**src/rtl/pg_pkg.sv**
```systemverilog
package pg_pkg;
  localparam int unsigned PCT_DIV = 100;

  typedef enum logic [1:0] {
    WIN_BELOW  = 2'd0,
    WIN_INSIDE = 2'd1,
    WIN_ABOVE  = 2'd2
  } win_pos_e;
endpackage

```
**src/rtl/pg_window_limits.sv**
```systemverilog
module pg_window_limits #(
  parameter int VW = 12,
  parameter int PW = 8,
  localparam int LW = VW + PW
) (
  input  logic          clk,
  input  logic          rst,
  input  logic [VW-1:0] tgt_code,
  input  logic [PW-1:0] hi_pct,
  input  logic [PW-1:0] lo_pct,
  output logic [LW-1:0] hi_lim,
  output logic [LW-1:0] lo_lim
);
  import pg_pkg::*;

  logic [LW-1:0] tgt_w;
  logic [LW-1:0] hi_share;
  logic [LW-1:0] lo_share;
  logic [LW-1:0] hi_next;
  logic [LW-1:0] lo_next;

  always_comb begin
    tgt_w    = LW'(tgt_code);
    hi_share = (tgt_w * LW'(hi_pct)) / LW'(PCT_DIV);
    lo_share = (tgt_w * LW'(lo_pct)) / LW'(PCT_DIV);
    hi_next  = tgt_w + hi_share;
    lo_next  = (lo_share > tgt_w) ? '0 : (tgt_w - lo_share);
  end

  // Reset places the window so that no sample can be inside it
  always_ff @(posedge clk) begin
    if (rst) begin
      hi_lim <= '0;
      lo_lim <= '1;
    end else begin
      hi_lim <= hi_next;
      lo_lim <= lo_next;
    end
  end
endmodule

```
**src/rtl/pg_window_check.sv**
```systemverilog
module pg_window_check #(
  parameter int VW = 12,
  parameter int LW = 20
) (
  input  logic             clk,
  input  logic             rst,
  input  logic             samp_valid,
  input  logic [VW-1:0]    samp_code,
  input  logic [LW-1:0]    hi_lim,
  input  logic [LW-1:0]    lo_lim,
  output pg_pkg::win_pos_e win_pos
);
  import pg_pkg::*;

  logic [LW-1:0] samp_w;
  assign samp_w = LW'(samp_code);

  always_ff @(posedge clk) begin
    if (rst) begin
      win_pos <= WIN_BELOW;
    end else if (samp_valid) begin
      if (samp_w > hi_lim)      win_pos <= WIN_ABOVE;
      else if (samp_w < lo_lim) win_pos <= WIN_BELOW;
      else                      win_pos <= WIN_INSIDE;
    end
  end
endmodule

```
**src/rtl/pg_qual_timer.sv**
```systemverilog
module pg_qual_timer #(
  parameter int DW           = 16,
  parameter int TICKS_PER_MS = 1000
) (
  input  logic          clk,
  input  logic          rst,
  input  logic          qual_ok,
  input  logic [DW-1:0] delay_ms,
  output logic          pg
);
  localparam int PSW = (TICKS_PER_MS > 1) ? $clog2(TICKS_PER_MS) : 1;

  logic          ms_step;
  logic [DW-1:0] ms_cnt;

  generate
    if (TICKS_PER_MS > 1) begin : g_presc
      logic [PSW-1:0] pre_cnt;
      assign ms_step = (pre_cnt == PSW'(TICKS_PER_MS - 1));
      always_ff @(posedge clk) begin
        if (rst || !qual_ok) pre_cnt <= '0;
        else if (ms_step)    pre_cnt <= '0;
        else                 pre_cnt <= pre_cnt + 1'b1;
      end
    end else begin : g_direct
      assign ms_step = 1'b1;
    end
  endgenerate

  always_ff @(posedge clk) begin
    if (rst || !qual_ok) begin
      ms_cnt <= '0;
      pg     <= 1'b0;
    end else begin
      if (ms_step && (ms_cnt != '1)) ms_cnt <= ms_cnt + 1'b1;
      pg <= pg | (ms_cnt >= delay_ms);
    end
  end
endmodule

```
**src/rtl/pwrgood_monitor.sv**
```systemverilog
module pwrgood_monitor #(
  parameter int VW           = 12,
  parameter int PW           = 8,
  parameter int DW           = 16,
  parameter int TICKS_PER_MS = 1000
) (
  input  logic          clk,
  input  logic          rst,
  input  logic          samp_valid,
  input  logic [VW-1:0] samp_code,
  input  logic [VW-1:0] tgt_code,
  input  logic [PW-1:0] hi_pct,
  input  logic [PW-1:0] lo_pct,
  input  logic [DW-1:0] ss_ms,
  input  logic [DW-1:0] dly_ms,
  input  logic          dly_ovr_en,
  input  logic          fault_in,
  output logic          pg_out
);
  import pg_pkg::*;

  localparam int LW = VW + PW;

  logic [LW-1:0] hi_lim;
  logic [LW-1:0] lo_lim;
  win_pos_e      win_pos;
  logic          win_ok;
  logic          win_ovr;
  logic          qual_ok;
  logic [DW-1:0] eff_delay;

  pg_window_limits #(.VW(VW), .PW(PW)) u_limits (
    .clk(clk), .rst(rst), .tgt_code(tgt_code),
    .hi_pct(hi_pct), .lo_pct(lo_pct),
    .hi_lim(hi_lim), .lo_lim(lo_lim)
  );

  pg_window_check #(.VW(VW), .LW(LW)) u_check (
    .clk(clk), .rst(rst), .samp_valid(samp_valid), .samp_code(samp_code),
    .hi_lim(hi_lim), .lo_lim(lo_lim), .win_pos(win_pos)
  );

  assign win_ok    = (win_pos == WIN_INSIDE);
  assign win_ovr   = (win_pos == WIN_ABOVE);
  assign qual_ok   = win_ok && !fault_in;
  assign eff_delay = dly_ovr_en ? dly_ms : ss_ms;

  pg_qual_timer #(.DW(DW), .TICKS_PER_MS(TICKS_PER_MS)) u_timer (
    .clk(clk), .rst(rst), .qual_ok(qual_ok),
    .delay_ms(eff_delay), .pg(pg_out)
  );
endmodule

```
**config.mk**
```make
export PLATFORM = sky130hd
export DESIGN_NAME = pwrgood_monitor
export DESIGN_NICKNAME = d
export VERILOG_FILES = /design/src/rtl/pg_pkg.sv /design/src/rtl/pg_window_limits.sv /design/src/rtl/pg_window_check.sv /design/src/rtl/pg_qual_timer.sv /design/src/rtl/pwrgood_monitor.sv
export SDC_FILE = /design/constraint.sdc
export NUM_CORES = 1
export LEC_CHECK = 0
export CAP_MARGIN = 20
export CORE_MARGIN = 3
export CORE_UTILIZATION = 54
export DETAILED_ROUTE_END_ITERATION = 8
export DONT_BUFFER_PORTS = 1
export PLACE_DENSITY = 0.66
export RECOVER_POWER = 25
export SKIP_LAST_GASP = 1
export SYNTH_ARGS = -nofsm -noshare
export SYNTH_HDL_FRONTEND = slang
export SYNTH_SLANG_ARGS = --single-unit
```
**constraint.sdc**
```tcl
create_clock -name clk -period 25.5 [get_ports clk]
set_clock_uncertainty 0.1 [all_clocks]
set_input_delay 3.825 -clock clk [delete_from_list [all_inputs] [get_ports clk]]
set_output_delay 3.825 -clock clk [all_outputs]
set_load 0.05 [all_outputs]
```
* After elaboration in Yosys (flattened, before gate mapping)
Cells that the tools add are included.
Word-level totals: register bits 69, RAM bits 0, memories 0, output and inout port bits 1, bits in latches 0, bits in read-only memories 0
Operators by class: equal/unequal tests 3, reduce and logical (&&, ||, !) cells 6, bitwise operators 1, magnitude comparators 4, $mul 2, div/mod/pow operators 2, add/subtract/negate cells 4, mux-type cells 4, shifts and indexed selects 0
Operators with widths (number):
- $div 20x7->20 const B | 2
- $mul 12x8->20 | 2
- $add 12x20->20 | 1
- $gt 12x20->1 | 1
- $gt 20x12->1 | 1
- $lt 12x20->1 | 1
- $mux 20 | 1
- $sub 12x20->20 | 1
- $add 16x1->16 const B | 1
- $ge 16x16->1 | 1
- $mux 16 | 1
- $ne 16x16->1 const B | 1
- $add 10x1->10 const B | 1
- $eq 10x10->1 const B | 1
- $eq 2x1->1 const B | 1
- $logic_and 1x1->1 | 2
- $logic_not 1->1 | 2
- $mux 2 | 1
- $reduce_or 2->1 | 1
- $logic_or 1x1->1 | 1
- $mux 1 | 1
- $or 1x1->1 | 1

* Depth between registers and ports, before layout
Gate-level depths: netlist of the first run.
depth after elaboration 5, gate-level depth with buffers 71, depth with buffers taken out 63

* By module
A second synthesis of the first run with hierarchy kept.
Unflattened totals: cells, all modules 2136, area total of the unflattened synthesis 17091.4 µm²
Modules (own cells, without submodules):
- pg_window_limits | seq. area each 700.7 µm², area each 14461.4 µm², cells an instance 1833, times used 1
- pg_qual_timer | seq. area each 540.5 µm², area each 1686.6 µm², cells an instance 194, times used 1
- pg_window_check | seq. area each 40.0 µm², area each 686.9 µm², cells an instance 90, times used 1
- pwrgood_monitor | seq. area each 0.0 µm², area each 256.5 µm², cells an instance 19, times used 1

* Worst setup path after synthesis of the first run
Ideal clock, no wire load.
path type input -> register, from input port lo_pct[6], to register u_limits.lo_lim[11], path buffers 4, slack 7.355 ns, data arrival time 17.969 ns, stages 65, path through clkbuf_1 -> and2_1 -> fa_1 -> inv_1 -> fa_1 -> inv_1 -> fa_1 -> inv_1 -> fa_1 -> inv_1 -> ha_1 -> buf_2 -> a21o_1 -> a2111o_1 -> o221ai_4 -> xor2_4 -> nand2_1 -> mux2_2 -> [29 not listed] -> a311oi_1 -> o2111ai_1 -> ha_1 -> fa_1 -> nor2b_1 -> o21ai_0 -> nand2b_1 -> a21o_1 -> a21o_1 -> a21o_1 -> a21o_1 -> a21o_1 -> a21o_1 -> a21o_1 -> a21oi_1 -> nor3_1 -> nand2_1 -> o21ai_0
Between the ends: cells in the longest elaborated chain, start to end 4, elaborated cells on any way between the ends 5, classes of those cells add/sub (1); mul (1); div (1); order compare (1); mux (1)
RTL lines:
- start, declared | RTL line pwrgood_monitor.sv:13 | input logic [PW-1:0] lo_pct,
- $mul 12x8->20 * | RTL line pg_window_limits.sv:25 | lo_share = (tgt_w * LW'(lo_pct)) / LW'(PCT_DIV);
- $div 20x7->20 * | RTL line pg_window_limits.sv:25
- $sub 12x20->20 or $gt 20x12->1 (tied branches) | RTL line pg_window_limits.sv:27 | lo_next = (lo_share > tgt_w) ? '0 : (tgt_w - lo_share);
- $mux 20 * | RTL line pg_window_limits.sv:27
- end signal, assigned | RTL line pg_window_limits.sv:37 | lo_lim <= lo_next;
- end, declared | RTL line pg_window_limits.sv:12 | output logic [LW-1:0] lo_lim
Mark *: on every way between the ends. The rest lies on a longest branch, timed or not. A chain may end at the register's enable or synchronous reset.

* Worst setup path after layout of the first run
from input port lo_pct[7], to register u_limits.lo_lim[19]
The elaborated chain is that of the path after synthesis.

==> results.ini, run 1 <==
[status]
outcome = finished, final reports clean

[cts]
clk_latency_ns = 0.32
root_buffer = clkbuf_16
clock_tree.buffer_depth = 2
path_clk_slew_ns = 0.05
htreeDepth = 3
post_cts_resized = 0
clock_sinks = 64
cts_buffers = 9
cts_tree = done
postCtsHoldBufs = 0
postCtsSetupRepairBufs = 0

[global_routing]
grt-ovfl-total = 0
grt_util_all_layers = 0.250
grt_antenna_before_repair = 1
grt_pass1_vias = 14838
grt_max_degree = 21
grt_first_pass_wirelength_um = 71700

[cells_and_area]
nNetsFinal = 2419
final_common_cell = inv_1
fill_cells = 2830
syn_to_final_growth_pct = 2.48
layout_common_cells = inv_1 (193), nand2_1 (184), ha_1 (145), and2_1 (140), nor2_1 (135)
antennaDiodeCount = 0
finish.instance_area_um2 = 17100
drive_gt1_frac = 0.0596

[sta]
slew_viol_final = 0
rsz0062_at_grt = false
fmax_mhz = 49.5
fin_crit_sh = 0.792
min_period_ns = 20.20
slew_headroom = 0.274
setup_viol = 0
hold_viol_final = 0
worst_slew_pin_slew_ns = 1.06
setup_tns_ns = 0

[die]
coreArea_um2 = 30000
die-height_um = 182
die-width_um = 182
rows = 63
die-area_um2 = 33100
io_pins = 78
start_util = 0.556

[worst_setup_path]
critPathMostFrequentCell = a21o_1
cp_data_required_time_ns = 25.64
arrival_ns = 20.35
crit_path_end_kind = flip-flop
cpPeakStageDelay_ns = 0.95
critPathLaunchType = input pin
worstSetupPathType = input pin to flip-flop
cp_max_fo = 15
slowest_stage = a2111oi_0
crit_family = compound AO/OA/AOI/OAI gates
worstPathBufferInverterCount = 2

[route]
post_drt_wl_per_cell_um = 17.0
drc = 0
avgViaCountPerCell = 6.28
wl_um = 41900
drt_iter0_markers = 1056
num_vias = 15523
dr.pass1.iters = 5
postRouteAntennaNets = 0

[logic_synthesis]
ys.flop_type = dfxtp_1
yosysSeqAreaShare = 0.0767
synth_top_cell_by_area = fa_1
synth-edff-count = 0
synth_nets = 2493
syn_area_um2 = 16700
yosysWarnings = 0
synth-async-reset-ratio = 0
synth.avg_cell_area_um2 = 7.77
synth.top_cell.area_share = 0.146
syn-instance-count = 2149
ys_ff_latch = 64
yosysUniqueCellTypes = 122
synthTopCellsByArea = fa_1 (15%), ha_1 (11%), dfxtp_1 (7.7%)

[placed_design]
dpl.hpwl_um = 33500
portBuffers = 0
post_dp_cell_area_um2 = 16800
routabilityCongestion = 0.918

[flow_run]
maxCapViolCount = 0

[worst_hold_path]
hold_class = flip-flop to flip-flop

## worst reg2reg max path: cells and delay by family (launching register included)
family | cells | cell delay (ns)
adder cells (fa/ha/maj) | 1 | 0.28
flip-flops | 1 | 0.39
AND/OR/NAND/NOR | 10 | 0.70
AO/OA/AOI/OAI | 11 | 1.51
buffers and inverters | 1 | 0.06
## state kept, by name, indices dropped and copies added, names as in the netlist
name,cells
u_check.win_pos,2
u_limits.hi_lim,15
u_limits.lo_lim,20
u_timer.g_presc.pre_cnt,10
u_timer.ms_cnt,16
u_timer.pg,1
## cells by family after synthesis
family,synth area share
compound gates,0.269
flops,0.0767
buf+inv,0.0672
xor+xnor,0.0606
other cells,0.000225
mux,0.0299
fa+ha+maj,0.260
simple gates,0.237
## synthesized netlist by cell type (9+ instances only)
| library cell | instances |
|---|---|
| nand4_1 | 25 |
| or2_1 | 9 |
| xor2_1 | 48 |
| a211oi_2 | 9 |
| nor2_1 | 135 |
| and3_1 | 23 |
| nand2b_1 | 25 |
| nor4_1 | 15 |
| o21a_1 | 18 |
| ha_1 | 145 |
| a31oi_1 | 24 |
| o211ai_1 | 31 |
| dfxtp_1 | 64 |
| fa_1 | 122 |
| o21bai_1 | 17 |
| clkbuf_1 | 58 |
| and2_1 | 140 |
| a21o_1 | 47 |
| o21ai_1 | 36 |
| inv_1 | 193 |
| buf_2 | 24 |
| mux2_2 | 10 |
| a21oi_1 | 104 |
| nor2b_1 | 24 |
| nand2_1 | 184 |
| xnor2_1 | 57 |
| a22oi_1 | 11 |
| o31ai_1 | 10 |
| or3_1 | 17 |
| o21ai_0 | 79 |
| o22ai_1 | 15 |
| nand3_1 | 65 |
| a211o_1 | 11 |
| a211oi_1 | 30 |
| mux2i_1 | 35 |
| nor3_1 | 45 |
## layer usage
layer | part of all wire | global-route usage
met5 | 0 | 0
met2 | 0.45 | 0.400
met4 | 0.010 | 0.0427
met1 | 0.49 | 0.375
met3 | 0.057 | 0.0154
## worst paths after layout
kind / from / to / slack, ns / depth (start not counted)
hold reg to reg: u_timer.g_presc.pre_cnt[0] / u_timer.g_presc.pre_cnt[0] / 0.37 / 1
hold / removal: u_timer.g_presc.pre_cnt[0] / u_timer.g_presc.pre_cnt[0] / 0.37 / 1
setup reg to reg: u_timer.ms_cnt[0] / u_timer.pg / 22.29 / 23
setup / recovery: lo_pct[7] / u_limits.lo_lim[19] / 5.30 / 59
## through the flow
step                      worst slack [ns]  hold WS, ns  utilization  cells
after floorplan                       7.36        0.330            -   2149
after global placement                5.52        0.345        0.560   2452
after detailed placement              5.16        0.361        0.560   2452
after CTS                             5.49        0.377        0.569   2468
after global routing                  3.80        0.405        0.570   2470
final                                 5.30        0.372        0.570   2470
## area by class of cell
class                   instances  area [µm²]  share of cell area
multi-input cells            1800       14300               0.835
well taps                     390         488              0.0285
inverters                     195         732              0.0428
repair buffers                  5        33.8             0.00197
clock buffers                  13         240              0.0140
clock inverters                 3        42.5             0.00249
flip-flops and latches         64        1280              0.0749
Power of run 1 is left out: the tool's default activity adds up to more than one toggle a clock period on the data nets, which glitch-free logic cannot reach.
==> run 2, diff against run 1 <==
Clock period 25.5 ns to 20.1 ns, I/O delays scaled along.
==> results.ini, run 2 (synthesized netlist as in run 1, its figures left out) <==
[placed_design]
dpl.hpwl_um = 33300  ; was 33500 µm
post_dp_cell_area_um2 = 16800  ; about the same
routabilityCongestion = 0.921  ; was 0.918
portBuffers = 0  ; unchanged

[worst_setup_path]
cpPeakStageDelay_ns = 0.70  ; was 0.95 ns
cp_data_required_time_ns = 20.18  ; was 25.64 ns
critPathLaunchType = input pin  ; unchanged
critPathMostFrequentCell = a21o_1  ; unchanged
cp_max_fo = 12  ; was 15
arrival_ns = 19.01  ; was 20.35 ns
worstSetupPathType = input pin to flip-flop  ; unchanged
slowest_stage = mux2i_1  ; was a2111oi_0
crit_path_end_kind = flip-flop  ; unchanged

[route]
avgViaCountPerCell = 6.28  ; about the same
met2_length_um = 18500  ; was 18700 µm
num_vias = 15519  ; was 15523
drc = 0  ; unchanged
dr.max_layer_used = met4  ; unchanged
wl_met1_um = 20700  ; was 20300 µm
wl_um = 42000  ; was 41900 µm
drt_iter0_markers = 1038  ; was 1056
postRouteAntennaNets = 0  ; unchanged
wl_met3_um = 2290  ; was 2390 µm
post_drt_wl_per_cell_um = 17.0  ; about the same
dr.pass1.iters = 5  ; unchanged

[sta]
hold_viol_final = 0  ; unchanged
min_period_ns = 18.93
fmax_mhz = 52.8
holdWs_ns = 0.362  ; was 0.372 ns
fin_crit_sh = 0.942
worst_slew_pin_slew_ns = 0.962  ; was 1.06 ns
setup_viol = 0  ; unchanged
setup_tns_ns = 0  ; unchanged
slew_viol_final = 0  ; unchanged
slew_headroom = 0.354  ; was 0.274

[die]
die-height_um = 182  ; unchanged
die-area_um2 = 33100  ; unchanged
rows = 63  ; unchanged
start_util = 0.556  ; unchanged
die-width_um = 182  ; unchanged
coreArea_um2 = 30000  ; unchanged
io_pins = 78  ; unchanged

[cells_and_area]
largest_register_ffs = 20  ; unchanged
fill_cells = 2866  ; was 2830
register_area_um2 = 1280  ; unchanged
top_register = u_limits.lo_lim  ; unchanged
nNetsFinal = 2423  ; was 2419
multiInputGateArea_um2 = 14300  ; about the same
layout_common_cells = inv_1 (193), nand2_1 (184), ha_1 (145), and2_1 (140), nor2_1 (133)  ; was inv_1 (193), nand2_1 (184), ha_1 (145), and2_1 (140), nor2_1 (135)
drive_gt1_frac = 0.0644  ; was 0.0596
final_common_cell = inv_1  ; unchanged
antennaDiodeCount = 0  ; unchanged
final_util = 0.571  ; was 0.570
reg_top3 = u_limits.lo_lim: 20 flops, u_timer.ms_cnt: 16 flops, u_limits.hi_lim: 15 flops  ; unchanged
syn_to_final_growth_pct = 2.74  ; was 2.48%
finish.instance_area_um2 = 17200  ; was 17100 µm²

[worst_hold_path]
hold_class = flip-flop to flip-flop  ; unchanged

[global_routing]
grt_first_pass_wirelength_um = 71100  ; was 71700 µm
grt_antenna_before_repair = 1  ; unchanged
grt_pass1_vias = 14611  ; was 14838
grt_util_all_layers = 0.249  ; was 0.250
grt_max_degree = 21  ; unchanged
grt-ovfl-total = 0  ; unchanged

[cts]
clock_tree.buffer_depth = 2  ; unchanged
path_clk_slew_ns = 0.05  ; about the same
htreeDepth = 3  ; unchanged
postCtsHoldBufs = 0  ; unchanged
clock_sinks = 64  ; unchanged
clk_latency_ns = 0.33  ; was 0.32 ns
cts_tree = done  ; unchanged
root_buffer = clkbuf_16  ; unchanged
cts_buffers = 9  ; unchanged

[status]
outcome = finished, final reports clean  ; unchanged

[flow_run]
maxCapViolCount = 0  ; unchanged

-- run 2: critical path, delay by kind of cell --
family	cells	cell delay, ns
AO/OA/AOI/OAI	29	6.87
XOR/XNOR	2	0.56
adder cells (fa/ha/maj)	9	3.65
buffers and inverters	4	0.19
multiplexers	3	1.59
AND/OR/NAND/NOR	15	3.10
-- run 2: final cells by class --
type,instances,share of cell area
Clock buffer,10,0.0139
Clock inverter,4,0.00131
Sequential cell,64,0.0747
Multi-Input combinational cell,1800,0.835
Tap cell,390,0.0284
Inverter,195,0.0427
Timing Repair Buffer,9,0.00401
-- run 2: path summary, 6_finish.rpt --
check / slack (ns) / endpoint / depth (start not counted) / start
max: 1.17 / u_limits.lo_lim[15] / 62 / lo_pct[7]
min: 0.36 / u_timer.g_presc.pre_cnt[0] / 1 / u_timer.g_presc.pre_cnt[0]
min reg2reg: 0.36 / u_timer.g_presc.pre_cnt[0] / 1 / u_timer.g_presc.pre_cnt[0]
max reg2reg: 16.86 / u_timer.pg / 23 / u_timer.ms_cnt[0]
-- run 2: metal layers --
| metal | global-route usage | vias to the layer above |
|---|---|---|
| met5 | 0 | - |
| met4 | 0.0433 | 0 |
| met2 | 0.393 | 459 |
| li1 | - | 7565 |
| met3 | 0.0232 | 35 |
| met1 | 0.373 | 7460 |
-- run 2: through the flow --
step / setup WS (ns) / instances
6_report: 1.17 / 2472
5_1_grt: -0.0469 / 2472
4_1_cts: 0.733 / 2469
3_5_place_dp: 0.396 / 2455
3_3_place_gp: 0.924 / 2455
2_1_floorplan: 2.77 / 2149
-- run 2: timing repair --
action,CTS,global route
endpoints found under the setup margin,0,16
resized for setup,0,6
setup buffers,0,0
hold endpoints to repair,0,0
Power of run 2 is left out for the same reason.
